$ cat src/rtl/gpio_port_pkg.sv
package gpio_port_pkg;
  localparam int BANK_PINS       = 32;
  localparam int BANK_BASE_BYTE  = 16;
  localparam int WORDS_PER_BANK  = 10;
  localparam int BANK_STRIDE     = 4 * WORDS_PER_BANK;

  typedef enum logic [2:0] {
    SEL_NONE,
    SEL_DIR,
    SEL_OUT,
    SEL_SET,
    SEL_CLR,
    SEL_IN
  } reg_sel_e;
endpackage

$ cat src/rtl/gpio_win_decode.sv
module gpio_win_decode
  import gpio_port_pkg::*;
#(
  parameter int ADDR_W    = 8,
  parameter int NUM_BANKS = 2,
  localparam int BIDX_W   = (NUM_BANKS > 1) ? $clog2(NUM_BANKS) : 1
) (
  input  logic [ADDR_W-1:0] addr,
  output logic              hit,
  output logic [BIDX_W-1:0] bank,
  output reg_sel_e          sel
);
  logic [ADDR_W-1:0] word_ofs;
  logic [ADDR_W-1:0] bank_num;
  logic [ADDR_W-1:0] word_in_bank;

  // word index counted from the first bank window
  assign word_ofs     = (addr - ADDR_W'(BANK_BASE_BYTE)) >> 2;
  assign bank_num     = word_ofs / ADDR_W'(WORDS_PER_BANK);
  assign word_in_bank = word_ofs % ADDR_W'(WORDS_PER_BANK);

  always_comb begin
    hit  = 1'b0;
    bank = '0;
    sel  = SEL_NONE;
    if (addr[1:0] == 2'b00 && addr >= ADDR_W'(BANK_BASE_BYTE) &&
        bank_num < ADDR_W'(NUM_BANKS)) begin
      bank = bank_num[BIDX_W-1:0];
      case (word_in_bank)
        ADDR_W'(0): sel = SEL_DIR;
        ADDR_W'(1): sel = SEL_OUT;
        ADDR_W'(2): sel = SEL_SET;
        ADDR_W'(3): sel = SEL_CLR;
        ADDR_W'(4): sel = SEL_IN;
        default:    sel = SEL_NONE;
      endcase
      hit = (sel != SEL_NONE);
    end
  end
endmodule

$ cat src/rtl/gpio_bank.sv
module gpio_bank
  import gpio_port_pkg::*;
#(
  parameter int PINS        = BANK_PINS,
  parameter int SYNC_STAGES = 2
) (
  input  logic            clk,
  input  logic            rst_n,
  input  logic            wr_en,
  input  reg_sel_e        sel,
  input  logic [PINS-1:0] wdata,
  input  logic [PINS-1:0] pad_in,
  output logic [PINS-1:0] dir_q,
  output logic [PINS-1:0] out_q,
  output logic [PINS-1:0] in_q
);
  logic [PINS-1:0] sync_stg [SYNC_STAGES];

  // direction and output data
  always_ff @(posedge clk or negedge rst_n) begin
    if (!rst_n) begin
      dir_q <= '1;
      out_q <= '0;
    end else if (wr_en) begin
      case (sel)
        SEL_DIR: dir_q <= wdata;
        SEL_OUT: out_q <= wdata;
        SEL_SET: out_q <= out_q | wdata;
        SEL_CLR: out_q <= out_q & ~wdata;
        default: ;
      endcase
    end
  end

  // pad synchronizer chain
  always_ff @(posedge clk or negedge rst_n) begin
    if (!rst_n) begin
      for (int i = 0; i < SYNC_STAGES; i++) sync_stg[i] <= '0;
    end else begin
      sync_stg[0] <= pad_in;
      for (int i = 1; i < SYNC_STAGES; i++) sync_stg[i] <= sync_stg[i-1];
    end
  end

  assign in_q = sync_stg[SYNC_STAGES-1];
endmodule

$ cat src/rtl/gpio_banked_port.sv
module gpio_banked_port
  import gpio_port_pkg::*;
#(
  parameter int NUM_BANKS   = 2,
  parameter int ADDR_W      = 8,
  parameter int SYNC_STAGES = 2,
  localparam int PINS       = BANK_PINS * NUM_BANKS,
  localparam int BIDX_W     = (NUM_BANKS > 1) ? $clog2(NUM_BANKS) : 1
) (
  input  logic                 clk,
  input  logic                 rst_n,
  input  logic [ADDR_W-1:0]    bus_addr,
  input  logic                 bus_we,
  input  logic [BANK_PINS-1:0] bus_wdata,
  output logic [BANK_PINS-1:0] bus_rdata,
  input  logic [PINS-1:0]      pad_in,
  output logic [PINS-1:0]      pad_out,
  output logic [PINS-1:0]      pad_oe
);
  logic              dec_hit;
  logic [BIDX_W-1:0] dec_bank;
  reg_sel_e          dec_sel;

  logic [BANK_PINS-1:0] dir_w [NUM_BANKS];
  logic [BANK_PINS-1:0] out_w [NUM_BANKS];
  logic [BANK_PINS-1:0] in_w  [NUM_BANKS];

  gpio_win_decode #(
    .ADDR_W    (ADDR_W),
    .NUM_BANKS (NUM_BANKS)
  ) u_dec (
    .addr (bus_addr),
    .hit  (dec_hit),
    .bank (dec_bank),
    .sel  (dec_sel)
  );

  for (genvar b = 0; b < NUM_BANKS; b++) begin : g_bank
    logic bank_we;
    assign bank_we = bus_we && dec_hit && (dec_bank == BIDX_W'(b));

    gpio_bank #(
      .PINS        (BANK_PINS),
      .SYNC_STAGES (SYNC_STAGES)
    ) u_bank (
      .clk    (clk),
      .rst_n  (rst_n),
      .wr_en  (bank_we),
      .sel    (dec_sel),
      .wdata  (bus_wdata),
      .pad_in (pad_in[b*BANK_PINS +: BANK_PINS]),
      .dir_q  (dir_w[b]),
      .out_q  (out_w[b]),
      .in_q   (in_w[b])
    );

    assign pad_out[b*BANK_PINS +: BANK_PINS] = out_w[b];
    assign pad_oe [b*BANK_PINS +: BANK_PINS] = ~dir_w[b];
  end

  // read mux
  always_comb begin
    bus_rdata = '0;
    if (dec_hit) begin
      case (dec_sel)
        SEL_DIR:                   bus_rdata = dir_w[dec_bank];
        SEL_OUT, SEL_SET, SEL_CLR: bus_rdata = out_w[dec_bank];
        SEL_IN:                    bus_rdata = in_w[dec_bank];
        default:                   bus_rdata = '0;
      endcase
    end
  end
endmodule

$ cat config.mk
export PLATFORM = sky130hd
export DESIGN_NAME = gpio_banked_port
export DESIGN_NICKNAME = d
export VERILOG_FILES = /design/src/rtl/gpio_port_pkg.sv /design/src/rtl/gpio_win_decode.sv /design/src/rtl/gpio_bank.sv /design/src/rtl/gpio_banked_port.sv
export SDC_FILE = /design/constraint.sdc
export NUM_CORES = 1
export LEC_CHECK = 0
export ABC_AREA = 1
export CELL_PAD_IN_SITES_DETAIL_PLACEMENT = 1
export CELL_PAD_IN_SITES_GLOBAL_PLACEMENT = 1
export CORE_MARGIN = 2
export CORE_UTILIZATION = 40
export DETAILED_ROUTE_END_ITERATION = 10
export HOLD_SLACK_MARGIN = 0.02
export PLACE_DENSITY = 0.9
export SYNTH_ARGS = -nofsm -noshare
export SYNTH_HDL_FRONTEND = slang
export SYNTH_SLANG_ARGS = --single-unit
export TNS_END_PERCENT = 5
$ cat constraint.sdc
create_clock -name clk -period 10.2 [get_ports clk]
set_input_delay 1.02 -clock clk [delete_from_list [all_inputs] [get_ports clk]]
set_output_delay 1.02 -clock clk [all_outputs]
set_load 0.03 [all_outputs]
Yosys cells after proc, flatten, opt, wreduce, memory -nomap -nowiden
Index checks and enable logic that the tools add are counted.
{"block": "totals", "reg_bits": 256, "latchBits": 0, "ramBits": 0, "mem_bits_ro": 0, "in_bits": 107, "output_inout_bits": 160, "wordCells": 64, "mem_count": 0}
{"block": "op_classes", "add_sub_neg": 1, "multipliers": 0, "div_mod_pow": 2, "n_lt_le_gt_ge": 3, "n_eq_ne": 9, "shifts": 0, "n_mux": 18, "bitwise_logic": 9, "reduce_logical": 14}
{"op": "32-bit two-way mux", "count": 10}
{"op": "32-bit one-hot mux with 3 select lines", "count": 3}
{"op": "32-bit NOT", "count": 3}
{"op": "32-bit AND", "count": 2}
{"op": "32-bit bitwise OR", "count": 2}
{"op": "8-bit by 2-bit equality test with 1-bit output (second input constant)", "count": 2}
{"op": "3-bit one-hot mux with 5 select lines", "count": 1}
{"op": "6-bit by 4-bit divider with 8-bit output (second input constant)", "count": 1}
{"op": "8-bit by 1-bit equality test with 1-bit output (second input constant)", "count": 1}
{"op": "8-bit by 3-bit equality test with 1-bit output (second input constant)", "count": 1}
{"op": "8-bit by 5-bit >= comparator with 1-bit output (second input constant)", "count": 1}
{"op": "8-bit logical NOT", "count": 1}
{"op": "8-bit by 2-bit < comparator with 1-bit output (second input constant)", "count": 1}
{"op": "6-bit by 4-bit remainder unit with 8-bit output (second input constant)", "count": 1}
{"op": "2-bit AND reduction", "count": 4}
{"op": "8-bit by 5-bit subtractor with 8-bit output (second input constant)", "count": 1}
{"op": "3-bit by 2-bit equality test with 1-bit output (second input constant)", "count": 2}
{"op": "3-bit equality test (second input constant)", "count": 2}
{"op": "3-bit two-way mux", "count": 2}
{"op": "3-bit nonzero test", "count": 2}
{"op": "1-bit logical AND", "count": 5}
{"op": "3-bit by 1-bit equality test with 1-bit output (second input constant)", "count": 1}
{"op": "3-bit OR reduction", "count": 1}
{"op": "2-bit >= comparator (second input constant)", "count": 1}
{"op": "other kinds (4)", "count": 5}

Depth between registers and ports, before layout
{"block": "depth", "ltp_word": 11, "ltp_mapped": 29, "ltp_nobuf": 28}

By module
A second synthesis with hierarchy kept.
{"block": "hier_totals", "hier_cells": 1647, "area_unflattened_um2": 12796.0}
{"mod": "gpio_bank", "instances": 2, "cells_per_inst": 442, "area_each_um2": 4794.6, "seq_area_each_um2": 3243.1}
{"mod": "gpio_banked_port", "instances": 1, "cells_per_inst": 654, "area_each_um2": 2516.2, "seq_area_each_um2": 0.0}
{"mod": "gpio_win_decode", "instances": 1, "cells_per_inst": 109, "area_each_um2": 690.7, "seq_area_each_um2": 0.0}

Worst setup path before layout
Ideal clock, no wire load.
{"block": "synth_timing", "path_kind": "input-to-output", "from": "in bus_addr[4]", "to": "out bus_rdata[13]", "arrival_time_ns": 3.852, "required_time_ns": 9.180, "path_slack_ns": 5.328, "path_stages": 25, "path_buffers": 2, "path_cell_list": "inv_2 ha_1 nand2_1 nand2_1 inv_1 nand2_1 a21oi_1 nor2_1 nand2_1 nand2_1 nand2_1 inv_1 ha_1 inv_1 nand3_1 nand2_1 nand3_1 nand3_2 nor2_8 nand4_2 a21oi_4 buf_6 buf_4 nand3_1 nand3_1"}
{"block": "synth_via", "elab_chain_cells": 11, "word_cells_on_any_way": 36, "classes_between": "add/sub: 1; div: 2; order compare: 2; eq/ne: 9; mux: 16; bitwise: 1; reduce/logical: 5"}
{"item": "from (decl)", "line_no": "gpio_banked_port.sv:12", "text": "input logic [ADDR_W-1:0] bus_addr,"}
{"item": "8-bit by 5-bit subtractor with 8-bit output", "line_no": "gpio_win_decode.sv:18", "text": "assign word_ofs = (addr - ADDR_W'(BANK_BASE_BYTE)) >> 2;"}
{"item": "6-bit by 4-bit divider with 8-bit output", "line_no": "gpio_win_decode.sv:19", "text": "assign bank_num = word_ofs / ADDR_W'(WORDS_PER_BANK);"}
{"item": "8-bit by 2-bit < comparator with 1-bit output", "line_no": "gpio_win_decode.sv:27", "text": "bank_num < ADDR_W'(NUM_BANKS)) begin"}
{"item": "1-bit logical AND", "line_no": "gpio_win_decode.sv:26", "text": "if (addr[1:0] == 2'b00 && addr >= ADDR_W'(BANK_BASE_BYTE) &&"}
{"item": "1-bit two-way mux", "line_no": "gpio_win_decode.sv:26"}
{"item": "1-bit NOT with 2-bit output (not written as such)", "line_no": "gpio_banked_port.sv:66, gpio_banked_port.sv:67, gpio_banked_port.sv:68"}
{"item": "32-bit two-way mux, on equally long branches (3 in series)", "line_no": "gpio_banked_port.sv:68, gpio_banked_port.sv:66, gpio_banked_port.sv:67"}
{"item": "32-bit one-hot mux with 3 select lines", "line_no": "gpio_banked_port.sv:65", "text": "case (dec_sel)"}
{"item": "32-bit two-way mux (*)", "line_no": "gpio_banked_port.sv:64", "text": "if (dec_hit) begin"}
{"item": "to (decl)", "line_no": "gpio_banked_port.sv:15", "text": "output logic [BANK_PINS-1:0] bus_rdata,"}
Mark *: on every way between the ends. The rest lies on a longest branch, timed or not. The select of a mux whose other input is x is not followed.

Final worst setup path
{"block": "layout_timing", "from": "in bus_addr[4]", "to": "out bus_rdata[5]"}
The elaborated chain is that of the path after synthesis.

==> flow_summary_export.csv <==
group,metric,value,unit
floorplanning,initial_core_util,0.404,
worst_setup_path,cp-end-kind,"output pin",
worst_setup_path,worstPathArrival,6.81,ns
detailed_routing,dr.max_layer_used,"met5",
synthesis,synthAdderAreaFrac,0.00593,
timing,setup_viol,0,
synthesis,yosysSeqAreaShare,0.512,
synthesis,synth-simple-area-share,0.367,
synthesis,synth.mux.area_fraction,0,
detailed_routing,drt_iter0_drc,658,
detailed_routing,finalWirelength,47500,um
timing,setup_tns,0,ns
floorplanning,die-height,182,um
synthesis,synth_cells,1717,
synthesis,synth_warnings,0,
timing,hold_viol,0,
worst_setup_path,worstRegToRegCells,6,
clock_tree,cts_tree,"built",
detailed_routing,drc,0,
placement,place.gp.congestion,0.794,
global_routing,overflow,0,
synthesis,synth_fp_nets,1830,
clock_tree,h-tree-depth,1,
timing,finalCritPeriodShare,0.767,
worst_setup_path,cp.depth,28,
floorplanning,rows,65,
clock_tree,path_clk_slew,0.06,ns
floorplanning,core,31400,um2
detailed_routing,drt-wirelength-per-cell,20.0,um
global_routing,antenna_found_initial,4,
global_routing,grt_max_degree,107,
min_path,holdPathStages,0,
synthesis,synth_cell_type_count,33,
detailed_routing,wirelength_met1,19000,um
global_routing,grt_pass1_wl,75300,um
cells_and_area,multiInputGateArea,5120,um2
cells_and_area,seq_area,6490,um2
placement,hpwl,31300,um
timing,drv_slew,0,
worst_setup_path,cp_common_cell,"nand2_1",
outcome,outcome,"complete, no violations",
worst_setup_path,critPathKind,"in -> out",
synthesis,synth_compound_area_frac,0.0278,
floorplanning,die_area,33100,um2
synthesis,synth_top_family_by_area,"simple AND/OR/NAND/NOR gates",
cells_and_area,drive_gt1_frac,0.0784,
clock_tree,cts_inserted_buffers,28,
clock_tree,ctsHoldBuffers,0,
detailed_routing,drtPass1Iterations,7,
worst_setup_path,slowest_delay,1.01,ns
pwr,powerDensity,143,nW/um2
global_routing,grt_pass1_vias,13700,
global_routing,track_usage,0.289,
detailed_routing,met3_length,2810,um
cells_and_area,syn_to_final_growth,30.5,%
detailed_routing,route.met2.wl,24500,um
worst_setup_path,slowest_stage,"nand3_2",
detailed_routing,vias,12500,
worst_setup_path,critPathBufInv,8,
worst_setup_path,crit_family,"simple AND/OR/NAND/NOR gates",
synthesis,synth_xor_area_frac,0,
timing,hold_ws,0.342,ns
detailed_routing,antenna_left,0,
floorplanning,dieWidth,182,um
clock_tree,post_cts_resized,0,
pwr,vdd_drop_max,132,uV
cells_and_area,utilization,0.527,
synthesis,synthesis.area,12700,um2
run,cap_violations,0,
synthesis,syn_area_per_cell,7.38,um2
timing,worstMarginPinSlew,1.25,ns
cells_and_area,fillerInstances,3851,
timing,period_minus_slack,7.83,ns
cells_and_area,nets,2057,
worst_setup_path,cp_max_fo,35,
min_path,hold_path.class,"reg -> reg",
timing,clock.fmax,128,MHz
detailed_routing,post_drt_via_cell_ratio,5.29,
timing,slew_headroom,0.167,
clock_tree,cts.sinks,256,
floorplanning,top_level_ports,267,
placement,port_buffers,266,
pwr,p_leak,0.00786,uW
clock_tree,worstSkewPairLatency,0.55,ns
clock_tree,cts_buffer_depth,3,
clock_tree,cts_setup_buffers,0,
synthesis,synth-seq-cells,256,
worst_setup_path,required,9.18,ns
worst_setup_path,startpoint_type,"primary input",
clock_tree,clock-root-buffer,"clkbuf_16",
timing,clock_skew,0.0262,ns
timing,grt_setup_unrepaired,"no",
## metrics by stage
stage | power (uW) | std cells | worst slack (ns) | cell area [um2]
floorplan | 1200 | 1717 | 5.33 | 12700
global placement | 1310 | 2316 | 2.99 | 15600
detailed placement | 1330 | 2316 | 2.44 | 15600
CTS | 2380 | 2367 | 2.43 | 16500
global route | 2450 | 2367 | 1.91 | 16500
finish | 2360 | 2368 | 2.37 | 16500
## state kept, by name, indices dropped and copies added, names as in the netlist
signal                  count
g_bank.u_bank.out_q        64
g_bank.u_bank.dir_q        64
g_bank.u_bank.in_q         64
g_bank.u_bank.sync_stg     64
## logic make-up after synthesis
group / after synthesis
AOI/OAI and AO/OA: 62
and+or+nand+nor: 1124
DFF: 256
buffers and inverters: 269
adders and majority gates: 6
## area by class of cell
cell class	instances	area share
flip-flops and latches	256	0.392
multi-input cells	1192	0.310
repair buffers	277	0.167
clock buffers	41	0.0508
inverters	189	0.0429
well taps	402	0.0304
clock inverters	10	0.00643
diodes	1	0.000151
## Yosys cell counts
| master | count | area [um2] |
|---|---|---|
| buf_2 | 43 | 215 |
| dfstp_2 | 64 | 1680 |
| nor3_2 | 2 | 20.0 |
| dfrtp_1 | 192 | 4800 |
| nand3b_1 | 1 | 7.51 |
| nand3_1 | 209 | 1050 |
| nand4_1 | 7 | 43.8 |
| nand4_2 | 2 | 25.0 |
| buf_4 | 2 | 15.0 |
| nor2_4 | 1 | 11.3 |
| buf_1 | 3 | 11.3 |
| nand4_4 | 2 | 42.5 |
| nand3_2 | 7 | 70.1 |
| ha_1 | 6 | 75.1 |
| nor2_1 | 107 | 402 |
| nor2_2 | 4 | 25.0 |
| a21oi_1 | 1 | 5.00 |
| o21ai_0 | 51 | 255 |
| nor2_8 | 1 | 20.0 |
| o211ai_1 | 5 | 37.5 |
| a311oi_1 | 1 | 8.76 |
| clkinv_1 | 2 | 7.51 |
| a211oi_1 | 1 | 7.51 |
| nor3_1 | 1 | 5.00 |
| nand2_2 | 3 | 18.8 |
| clkbuf_1 | 28 | 105 |
| o2111ai_1 | 1 | 8.76 |
| o211ai_2 | 1 | 12.5 |
| buf_6 | 4 | 45.0 |
| inv_1 | 183 | 687 |
| nand2_1 | 777 | 2920 |
| inv_2 | 4 | 15.0 |
| a21oi_4 | 1 | 16.3 |
## layout by cell type (no fill, tap or decap), types with 4 or more instances in the layout
cell type        instances
dfrtp_1                192
clkbuf_1                 5
clkinv_2                 6
buf_4                   10
nand3_1                207
clkdlybuf4s50_1        265
nand3_2                  9
nand2_1                776
nor2_1                 107
clkbuf_16               29
o21ai_0                 51
dfstp_2                 64
inv_1                  183
clkbuf_8                 7
nor2_4                   4
inv_2                    5
ha_1                     6
o211ai_1                 5
nand4_1                  7
## metal layers
layer	track usage	vias up
met4	0.0839	4
met3	0.0517	87
met5	0	-
met1	0.347	6324
met2	0.528	408
li1	-	5708
## final timing paths
path	startpoint	to	slack (ns)
setup / recovery	bus_addr[4]	bus_rdata[5]	2.37
max in group asynchronous	rst_n	g_bank[0].u_bank.out_q[17]	8.04
setup reg to reg	g_bank[0].u_bank.out_q[9]	g_bank[0].u_bank.out_q[9]	9.08
hold / removal	g_bank[1].u_bank.sync_stg[35]	g_bank[1].u_bank.in_q[3]	0.34
min in group asynchronous	rst_n	g_bank[0].u_bank.in_q[27]	0.49
hold reg to reg	g_bank[1].u_bank.sync_stg[35]	g_bank[1].u_bank.in_q[3]	0.34
## report_power, final
| group | internal, uW | switching [uW] |
|---|---|---|
| clock network | 619 | 426 |
| logic | 85.2 | 167 |
| registers | 1050 | 14.6 |
Note: power is estimated with default switching activity, not from simulation.
